**config.mk**
```make
export PLATFORM = sky130hd
export DESIGN_NAME = irq_mask_ctl
export DESIGN_NICKNAME = d
export VERILOG_FILES = /design/src/rtl/imc_pkg.sv /design/src/rtl/imc_mask_bank.sv /design/src/rtl/imc_edge_pend.sv /design/src/rtl/imc_ien.sv /design/src/rtl/irq_mask_ctl.sv
export SDC_FILE = /design/constraint.sdc
export NUM_CORES = 1
export LEC_CHECK = 0
export ABC_AREA = 0
export BUFFER_PORTS_ARGS = -buffer_cell sky130_fd_sc_hd__buf_2
export CAP_MARGIN = 20
export CORE_AREA = 5 5 42 44
export CTS_CLUSTER_DIAMETER = 30
export DETAILED_ROUTE_END_ITERATION = 8
export DIE_AREA = 0 0 47 49
export PLACE_DENSITY = 0.6
export SLEW_MARGIN = 40
export SYNTH_ARGS = -nofsm -noshare
export SYNTH_HDL_FRONTEND = slang
export SYNTH_SLANG_ARGS = --single-unit
```
**constraint.sdc**
```tcl
create_clock -name clk -period 1.07 [get_ports clk]
set_clock_uncertainty 0.2 [all_clocks]
set_input_delay 0.107 -clock clk [delete_from_list [all_inputs] [get_ports clk]]
set_output_delay 0.107 -clock clk [all_outputs]
set_load 0.1 [all_outputs]
```
**src/rtl/imc_pkg.sv**
```systemverilog
package imc_pkg;
  localparam int BYTE_W   = 8;
  localparam int MASK_N   = 3;
  localparam int POS_SOD  = 7;
  localparam int POS_SDE  = 6;
  localparam int POS_CLRH = 4;
  localparam int POS_MSE  = 3;
  localparam logic [MASK_N-1:0] MASK_RST = '1;

  function automatic logic [MASK_N-1:0] imc_mask_next(
    input logic [MASK_N-1:0] cur, input logic [BYTE_W-1:0] cmd);
    return cmd[POS_MSE] ? cmd[MASK_N-1:0] : cur;
  endfunction

  function automatic logic imc_sout_next(input logic cur, input logic [BYTE_W-1:0] cmd);
    return cmd[POS_SDE] ? cmd[POS_SOD] : cur;
  endfunction

  function automatic logic [BYTE_W-1:0] imc_pack(
    input logic sin_q, input logic pend_hi, input logic lvl_mid, input logic lvl_lo,
    input logic ien, input logic [MASK_N-1:0] mask);
    return {sin_q, pend_hi, lvl_mid, lvl_lo, ien, mask};
  endfunction
endpackage

```
**src/rtl/imc_mask_bank.sv**
```systemverilog
module imc_mask_bank
  import imc_pkg::*;
(
  input  logic              clk,
  input  logic              rst_n,
  input  logic              wr_en,
  input  logic [BYTE_W-1:0] wr_data,
  output logic [MASK_N-1:0] mask_q,
  output logic              sout_q
);
  logic mask_load;
  logic sout_load;
  assign mask_load = wr_en & wr_data[POS_MSE];
  assign sout_load = wr_en & wr_data[POS_SDE];

  always_ff @(posedge clk or negedge rst_n) begin
    if (!rst_n) begin
      mask_q <= MASK_RST;
      sout_q <= 1'b0;
    end else if (wr_en) begin
      mask_q <= imc_mask_next(mask_q, wr_data);
      sout_q <= imc_sout_next(sout_q, wr_data);
    end
  end

  p_mask_load_r2: assert property (@(posedge clk) disable iff (!rst_n)
    mask_load |=> mask_q == $past(wr_data[MASK_N-1:0]));
  p_mask_hold_r3: assert property (@(posedge clk) disable iff (!rst_n)
    !mask_load |=> $stable(mask_q));
  p_sout_load_r4: assert property (@(posedge clk) disable iff (!rst_n)
    sout_load |=> sout_q == $past(wr_data[POS_SOD]));
  p_sout_hold_r4: assert property (@(posedge clk) disable iff (!rst_n)
    !sout_load |=> $stable(sout_q));
endmodule

```
**src/rtl/imc_edge_pend.sv**
```systemverilog
module imc_edge_pend (
  input  logic clk,
  input  logic rst_n,
  input  logic lvl,
  input  logic clr,
  output logic rise,
  output logic pend
);
  logic lvl_prev;
  assign rise = lvl & ~lvl_prev;

  always_ff @(posedge clk or negedge rst_n) begin
    if (!rst_n) begin
      lvl_prev <= 1'b1;
      pend     <= 1'b0;
    end else begin
      lvl_prev <= lvl;
      if (rise)     pend <= 1'b1;
      else if (clr) pend <= 1'b0;
    end
  end

  p_edge_sets_r5: assert property (@(posedge clk) disable iff (!rst_n)
    rise |=> pend);
  p_hold_no_clr_r5: assert property (@(posedge clk) disable iff (!rst_n)
    (pend && !clr) |=> pend);
  p_clear_r6: assert property (@(posedge clk) disable iff (!rst_n)
    (clr && !rise) |=> !pend);
endmodule

```
**src/rtl/imc_ien.sv**
```systemverilog
module imc_ien (
  input  logic clk,
  input  logic rst_n,
  input  logic set_stb,
  input  logic clr_stb,
  output logic ien
);
  always_ff @(posedge clk or negedge rst_n) begin
    if (!rst_n)       ien <= 1'b0;
    else if (clr_stb) ien <= 1'b0;
    else if (set_stb) ien <= 1'b1;
  end

  p_clr_wins_r8: assert property (@(posedge clk) disable iff (!rst_n)
    clr_stb |=> !ien);
  p_set_r8: assert property (@(posedge clk) disable iff (!rst_n)
    (set_stb && !clr_stb) |=> ien);
  p_hold_r8: assert property (@(posedge clk) disable iff (!rst_n)
    (!set_stb && !clr_stb) |=> $stable(ien));
endmodule

```
**src/rtl/irq_mask_ctl.sv**
```systemverilog
module irq_mask_ctl
  import imc_pkg::*;
(
  input  logic              clk,
  input  logic              rst_n,
  input  logic              wr_en,
  input  logic [BYTE_W-1:0] wr_data,
  input  logic              ei_stb,
  input  logic              di_stb,
  input  logic              accept_any,
  input  logic              accept_hi,
  input  logic              irq_hi,
  input  logic              irq_mid,
  input  logic              irq_lo,
  input  logic              ser_in,
  output logic [BYTE_W-1:0] rd_data,
  output logic              ser_out
);
  logic [MASK_N-1:0] mask_q;
  logic              pend_hi;
  logic              hi_rise;
  logic              hi_clr;
  logic              ien_q;
  logic              ien_clr;
  logic              sin_q;

  assign hi_clr  = (wr_en & wr_data[POS_CLRH]) | accept_hi;
  assign ien_clr = di_stb | accept_any;

  imc_mask_bank u_mask (
    .clk(clk), .rst_n(rst_n), .wr_en(wr_en), .wr_data(wr_data),
    .mask_q(mask_q), .sout_q(ser_out));

  imc_edge_pend u_pend (
    .clk(clk), .rst_n(rst_n), .lvl(irq_hi), .clr(hi_clr),
    .rise(hi_rise), .pend(pend_hi));

  imc_ien u_ien (
    .clk(clk), .rst_n(rst_n), .set_stb(ei_stb), .clr_stb(ien_clr), .ien(ien_q));

  always_ff @(posedge clk or negedge rst_n) begin
    if (!rst_n) sin_q <= 1'b0;
    else        sin_q <= ser_in;
  end

  assign rd_data = imc_pack(sin_q, pend_hi, irq_mid, irq_lo, ien_q, mask_q);

  p_accept_drops_ien_r8: assert property (@(posedge clk) disable iff (!rst_n)
    accept_any |=> !rd_data[3]);
  p_accept_hi_clears_r6: assert property (@(posedge clk) disable iff (!rst_n)
    (accept_hi && !hi_rise) |=> !rd_data[6]);
  p_sin_sample_r7: assert property (@(posedge clk) disable iff (!rst_n)
    1'b1 |=> rd_data[7] == $past(ser_in));
endmodule

```
Word level (Yosys, flattened, before mapping)
Index checks and enable logic that the tools add are counted.
- input bits: 19
- bits in registers: 8
- bitwise operators: 5
- multiplexer cells: 4
- reduce and logical (&&, ||, !) cells: 4
- operator list (cell ; count):
    two-way mux 1 bit ; 4
    AND reduction 2 bit ; 2
    nonzero test 2 bit ; 2
    bitwise AND 1 bit ; 2
    bitwise OR 1 bit ; 2
    inverter 1 bit ; 1

Depth between registers and ports, before layout
Gate-level depths: netlist of run 1.
- word-level depth: 4
- gate-level depth with buffers: 2
- mapped depth without buffers: 2

Hierarchy
Synthesis of run 1 repeated with hierarchy kept, for this count alone.
- cell total of the unflattened synthesis: 25
- area total of the unflattened synthesis: 357.8 um^2
- by module, submodules not included (module ; times used ; cells each ; area each (um^2)):
    imc_mask_bank ; 1 ; 10 ; 170.2
    imc_edge_pend ; 1 ; 5 ; 76.3
    irq_mask_ctl ; 1 ; 8 ; 76.3
    imc_ien ; 1 ; 2 ; 35.0

Worst setup path after synthesis of run 1
OpenSTA, ideal clock, no wires.
- kind: reg2reg
- start: reg, netlist name u_mask.sout_q
- end: reg u_mask.sout_q
- library setup time: 0.126 ns
- path buffers: 0
- cell stages (with the launch flop): 2
- data required time: 0.744 ns
- arrival: 1.134 ns
- slack: -0.390 ns
- cells stage by stage: dfrtp_1 mux2_2
- RTL lines (item ; line ; text):
    end signal: assignment ; imc_mask_bank.sv:22 ; sout_q <= imc_sout_next(sout_q, wr_data);
    end: declaration ; imc_mask_bank.sv:9 ; output logic sout_q

Final worst setup path of run 1
- start: reg u_mask.mask_q[2]
- end: out rd_data[2]
- RTL lines (item ; line ; text):
    start: declaration ; imc_mask_bank.sv:8 ; output logic [MASK_N-1:0] mask_q,
    start signal: assignment ; imc_mask_bank.sv:21 ; mask_q <= imc_mask_next(mask_q, wr_data);
    end: declaration ; irq_mask_ctl.sv:16 ; output logic [BYTE_W-1:0] rd_data,
No word-level cell between the ends.

==> results of run 1 <==
==> cell usage after synthesis <==
cell type	count	share of area (%)
dfstp_2	4	31
nand2_1	2	2.2
buf_4	5	11
nor3_1	1	1.5
nor2_1	1	1.1
a32o_1	1	3.0
nand2_2	1	1.8
inv_1	2	2.2
mux2_4	3	13
dfrtp_1	4	30
mux2_2	1	3.3
==> layout make-up <==
cell class	instances	area, µm²
Tap cell	16	20.0
Fill cell	135	692
Multi-Input combinational cell	10	92.6
Clock buffer	4	26.3
Sequential cell	8	220
Timing Repair Buffer	35	343
Inverter	2	7.51
==> through the flow <==
step | setup TNS, ps | instances | hold slack, ps | setup WS, ps | utilization [%]
final | -1230 | 75 | -4.27 | -298 | 50.6
after CTS | -1380 | 75 | -26.3 | -322 | 50.6
after floorplan | -594 | 25 | -389 | -148 | -
after detailed placement | -56.1 | 58 | -240 | -21.3 | 39.6
after global routing | -1440 | 75 | -4.06 | -328 | 50.6
after global placement | -43.8 | 58 | -244 | -15.8 | 39.6
==> power breakdown <==
part	internal, W	leakage (nW)	switching (W)
Sequential	0.000363	0.0916	0.0000323
Combinational	0.000201	0.237	0.000268
Clock	0.000143	0.0150	0.000106
==> logic make-up (layout without fill, tap and decap cells) <==
kind of cell           count (synthesis)  in the layout  synth area share (%)
buffers and inverters                  7             41                  13.3
multiplexers                           4              4                  16.6
AO/OA/AOI/OAI                          1              1                  2.95
flip-flops                             8              8                  60.5
AND/OR/NAND/NOR                        5              5                  6.64
==> registers in the layout, indices dropped and copies added (netlist names) <==
signal           count
u_mask.sout_q        1
u_mask.mask_q        3
u_ien.ien            1
sin_q                1
u_pend.lvl_prev      1
u_pend.pend          1
==> routing by layer <==
metal | up-vias | part of all wire [%] | GRT usage, %
met4 | 0 | 1.9 | 7.37
met5 | - | 0 | 0
met1 | 134 | 32 | 9.42
li1 | 143 | - | -
met2 | 11 | 60 | 15.6
met3 | 2 | 5.9 | 3.32
==> final timing paths <==
| check | from | to | slack [ps] | depth (start not counted) |
|---|---|---|---|---|
| max reg2reg | u_mask.sout_q | u_mask.sout_q | 10 | 1 |
| min reg2reg | u_pend.lvl_prev | u_pend.pend | 330 | 2 |
| min | wr_data[6] | u_mask.sout_q | -4 | 3 |
| min in group asynchronous | rst_n | u_mask.sout_q | 40 | 2 |
| max in group asynchronous | rst_n | u_pend.lvl_prev | 380 | 2 |
| max | u_mask.mask_q[2] | rd_data[2] | -300 | 1 |
==> what timing repair did <==
item | CTS | global route
buffers inserted | 1 | 0
setup endpoints to repair | 7 | 9
pin swaps | 0 | 1
endpoints found under the hold margin | 16 | 1
==> metrics.md, run 1 <==
| Metric | Value |
|---|---|
| Status | complete, but fails checks |
| Failing checks | negative hold slack, negative setup slack |
| Post-synthesis sequential area ratio | between 60 and 70% |
| Input/output buffers | 22 |
| Synth warnings | 0 |
| Drt pass-1 iters | 2 |
| Leakage Power | 0.343 nW |
| H-tree depth | 1 |
| Post-Route WL | ~900 µm |
| Final hold viol count | 1 |
| PD cells | around 1600 nW/µm² |
| # DRC | 0 |
| Post-Syn Area | roughly 340 µm² |
| Cell Area, Placed | about 560 µm² |
| Vias in the first global route | 339 |
| Layout area overhead | 109% |
| Worst-path fanout max | 2 |
| Clk Latency, worst-skew pair | around 250 ps |
| Ratio of cells with drive above 1 in the final layout | around three fifths |
| Syn Nets | 44 |
| Hold_ws | -4.27 ps |
| Cts repair resizes | 0 |
| HP Class | input port to flip-flop |
| Dpl hpwl | between 500 and 600 µm |
| Boundary Pins | 28 |
| Final slew viol count | 0 |
| Family with the most delay on the worst path | flip-flops |
| Slew margin rel. | just under 90% |
| Fmax | roughly 0.73 GHz |
| ANT cells | 0 |
| Core ar. | between 1000 and 1500 µm² |
| Routed Antenna Nets | 0 |
| Row Count | 14 |
| Slew @ Worst Pin | ~190 ps |
| Critical Path AT | around 1100 ps |
| Die area | between 2000 and 2500 µm² |
| Remaining Overflow, GRT | 0 |
| Critical path class | flip-flop to output pin |
| Unrepaired setup endpoints after global routing | yes |
| Yosys cell types | 11 |
| Clk slew on worst S/H paths | 60 ps |
| Initial DRC Count | 1 |
| CP required | 760 ps |
| Buffers & Inverters on Critical Path | 1 |
| Post-layout min period | between 1000 and 1500 ps |
| Initial antenna violation count | 0 |
| Largest net degree at the start of global routing | 9 |
| Most common cell after layout, fill and taps aside | buf_2 |
| Final Cell Area | about 710 µm² |
| Cell count after synthesis | 25 |
| DR WL/cell | between 10 and 15 µm |
| Final setup fails | 8 |
| Crit path launch type | flip-flop |
| Crit-path cells | buf_12 |
| Gpl congestion | ~0.63 |
| Setup crit end kind | output pin |
| Total power | about 0.0011 W |
| Routed vias | 290 |
| Global-route usage over all layers | about a tenth |
| VDD IR max | approximately 0.75 mV |
| CTS Hold Bufs | 12 |
| Critical path's slowest cell | dfstp_4 |
| Clock Root Buffer | clkbuf_4 |
| Commonest non-fill, non-tap cells in the layout | buf_2, dlygate4sd3_1, buf_12 |
| Initial Utilization | between 20% and 30% |
| Mean number of vias per cell | between 3 and 4 |
| Largest stage delay, worst path | around 630 ps |
| CTS tree | built |
| Die Height | between 40 and 50 µm |
| Worst setup margin | -298 ps |
| Period utilization | 128% |
| First-pass GRT wire length | ~1500 µm |
| Synthesized flop and latch total | 8 |
| Clock Path Buffers | 2 |
| Post-synthesis area per instance | approximately 14 µm² |
| Die X | around 47 µm |
| Max_cap viols | 0 |
| Total CTS buffers | 3 |
| # nets final | 79 |
| Clock sinks | 8 |
No activity file was read; power rests on OpenSTA's default activity.
==> run 2, diff against run 1 <==
--- a/config.mk
+++ b/config.mk
@@ -12,7 +12,7 @@
 export CTS_CLUSTER_DIAMETER = 30
 export DETAILED_ROUTE_END_ITERATION = 8
 export DIE_AREA = 0 0 47 49
-export PLACE_DENSITY = 0.6
+export PLACE_DENSITY = 0.58
 export SLEW_MARGIN = 40
 export SYNTH_ARGS = -nofsm -noshare
 export SYNTH_HDL_FRONTEND = slang
==> constraint.sdc (replaced) <==
create_clock -name clk -period 1.5 [get_ports clk]
set_clock_uncertainty 0.2 [all_clocks]
set_input_delay 0.15 -clock clk [delete_from_list [all_inputs] [get_ports clk]]
set_output_delay 0.15 -clock clk [all_outputs]
set_load 0.1 [all_outputs]
==> metrics.md, run 2 (synthesized netlist as in run 1, its figures left out) <==
| Metric | Value |
|---|---|
| HP Class | input port to flip-flop (unchanged) |
| Ratio of cells with drive above 1 in the final layout | 61.8% (was 61.0%) |
| Combinational share of power | 40.9% (was 42.1%) |
| Fin Setup TNS | 0 ps (was -1230 ps) |
| Family with the most delay on the worst path | buffers and inverters (was flip-flops) |
| Status | finished, final reports clean (was complete, but fails checks) |
| Remaining Overflow, GRT | 0 (unchanged) |
| Total internal power | 0.000447 W (was 0.000707 W) |
| Critical path class | flip-flop to output pin (unchanged) |
| CTS tree | built (unchanged) |
| Hold_sp | accept_hi (was wr_data[6]) |
| Met3 WL | 86 µm (was 53 µm) |
| Layout area overhead | 76.8% (was 109%) |
| H-tree depth | 1 (unchanged) |
| Critical R2R Launch | u_pend.lvl_prev (was u_mask.sout_q) |
| Input/output buffers | 22 (unchanged) |
| Switching Share | 38.2% (was 36.5%) |
| Most flop-heavy register | u_mask.mask_q (unchanged) |
| Crit-path cells | buf_2 (was buf_12) |
| Drt pass-1 iters | 1 (was 2) |
| Post-Route WL | 913 µm (was 894 µm) |
| Max_cap viols | 0 (unchanged) |
| WL met2 | 488 µm (was 535 µm) |
| Routed Antenna Nets | 0 (unchanged) |
| DR WL/cell | 12.9 µm (was 11.9 µm) |
| VDD IR max | 0.591 mV (was 0.747 mV) |
| Most common cell after layout, fill and taps aside | buf_2 (unchanged) |
| Crit path launch type | flip-flop (unchanged) |
| Die Height | 49 µm (unchanged) |
| # DRC | 0 (unchanged) |
| Gpl congestion | 0.596 (was 0.625) |
| Final hold viol count | 0 (was 1) |
| Final setup fails | 0 (was 8) |
| R2r setup slk | 450 ps (was 10 ps) |
| Worst R2R Path Depth | 2 (was 1) |
| Worst-path fanout max | 2 (unchanged) |
| Top sig layer | met3 (was met4) |
| Row Count | 14 (unchanged) |
| Fmax | 0.734 GHz |
| CP required | 1150 ps (was 760 ps) |
| Worst R2R End | u_pend.pend (was u_mask.sout_q) |
| Clock Path Buffers | 2 (unchanged) |
| Post-CTS Setup Inserts | 0 (was 1) |
| Largest net degree at the start of global routing | 9 (unchanged) |
| Clk slew on worst S/H paths | 50 ps (was 60 ps) |
| Leakage Power | 0.305 nW (was 0.343 nW) |
| Commonest non-fill, non-tap cells in the layout | buf_2, dlygate4sd3_1, dfrtp_1, dfstp_2 (was buf_2, dlygate4sd3_1, buf_12) |
| Boundary Pins | 28 (unchanged) |
| Initial Utilization | 24.2% (unchanged) |
| Die X | 47 µm (unchanged) |
| Post-layout min period | approximately 1400 ps |
| PD cells | 1210 nW/µm² (was 1570 nW/µm²) |
| Slew @ Worst Pin | 489 ps (was 186 ps) |
| Final slew viol count | 0 (unchanged) |
| Die area | 2300 µm² (unchanged) |
| Metal-1 WL | 338 µm (was 288 µm) |
| Unrepaired setup endpoints after global routing | no (was yes) |
| Clock Root Buffer | clkbuf_4 (unchanged) |
| Clock sinks | 8 (unchanged) |
| Global-route usage over all layers | 9.50% (was 9.64%) |
| Initial antenna violation count | 0 (unchanged) |
| Initial DRC Count | 0 (was 1) |
| Slew margin rel. | 67.6% (was 87.6%) |
| Register share of total power | 36.9% (was 35.5%) |
| Sw Pwr | 0.000277 W (was 0.000407 W) |
| Mean number of vias per cell | 4.00 (was 3.87) |
| Hold Path Sink | u_pend.pend (was u_mask.sout_q) |
| Worst hold stages | 3 (unchanged) |
| Total CTS buffers | 3 (unchanged) |
| # nets final | 76 (was 79) |
| Period utilization | 90.9% |
| Setup crit end kind | output pin (unchanged) |
| ANT cells | 0 (unchanged) |
| Critical path's slowest cell | buf_2 (was dfstp_4) |
| Clock share of power | 22.3% (was 22.4%) |
| Largest stage delay, worst path | 430 ps (was 630 ps) |
| Core ar. | 1400 µm² (unchanged) |
| Buffers & Inverters on Critical Path | 1 (unchanged) |
| Critical Path AT | 1010 ps (was 1060 ps) |
| Clk Latency, worst-skew pair | 240 ps (was 250 ps) |
| Largest register FFs | 3 (unchanged) |
| Vias in the first global route | 337 (was 339) |
| First-pass GRT wire length | 1510 µm (unchanged) |
| Total power | 0.000724 W (was 0.00111 W) |
| Routed vias | 284 (was 290) |
run 2: timing repair:
action,in CTS,in global routing
hold buffers,10,0
hold endpoints to repair,16,0
gates resized for setup,0,0
run 2: layer usage:
metal | vias to the layer above | track usage [%]
met1 | 127 | 9.87
li1 | 139 | -
met3 | 0 | 4.43
met4 | 0 | 4.15
met2 | 18 | 15.6
met5 | - | 0
run 2: how the worst max path moves through the flow:
stage	from	end	cells past startpoint
6_report	u_mask.sout_q	ser_out	1
5_1_grt	u_mask.sout_q	ser_out	1
4_1_cts	u_mask.sout_q	ser_out	1
3_5_place_dp	u_mask.sout_q	ser_out	1
3_3_place_gp	u_pend.pend	rd_data[6]	1
2_1_floorplan	u_mask.sout_q	u_mask.sout_q	1
run 2: metrics by stage:
step	util [%]	hold slack, ps	area (µm²)	std cells	worst slack (ps)
2_1_floorplan	-	-346	339	25	40.5
3_3_place_gp	34.0	-197	477	58	402
4_1_cts	42.8	9.86	599	71	119
5_1_grt	42.8	16.8	599	71	81.6
6_report	42.8	14.2	599	71	137
3_5_place_dp	34.0	-200	477	58	395
run 2: power groups by stage:
stage | logic (W) | registers (W) | clock network (W)
floorplan | 0.000101 | 0.000384 | 0
global placement | 0.000276 | 0.000268 | 0
detailed placement | 0.000277 | 0.000271 | 0
CTS | 0.000297 | 0.000267 | 0.000170
global route | 0.000307 | 0.000270 | 0.000188
finish | 0.000296 | 0.000267 | 0.000161
run 2: layout make-up:
class                           count  area [µm²]
Fill cell                         133         802
Sequential cell                     8         205
Inverter                            2        7.51
Multi-Input combinational cell     10        88.8
Clock buffer                        3        22.5
Tap cell                           16        20.0
Timing Repair Buffer               32         255
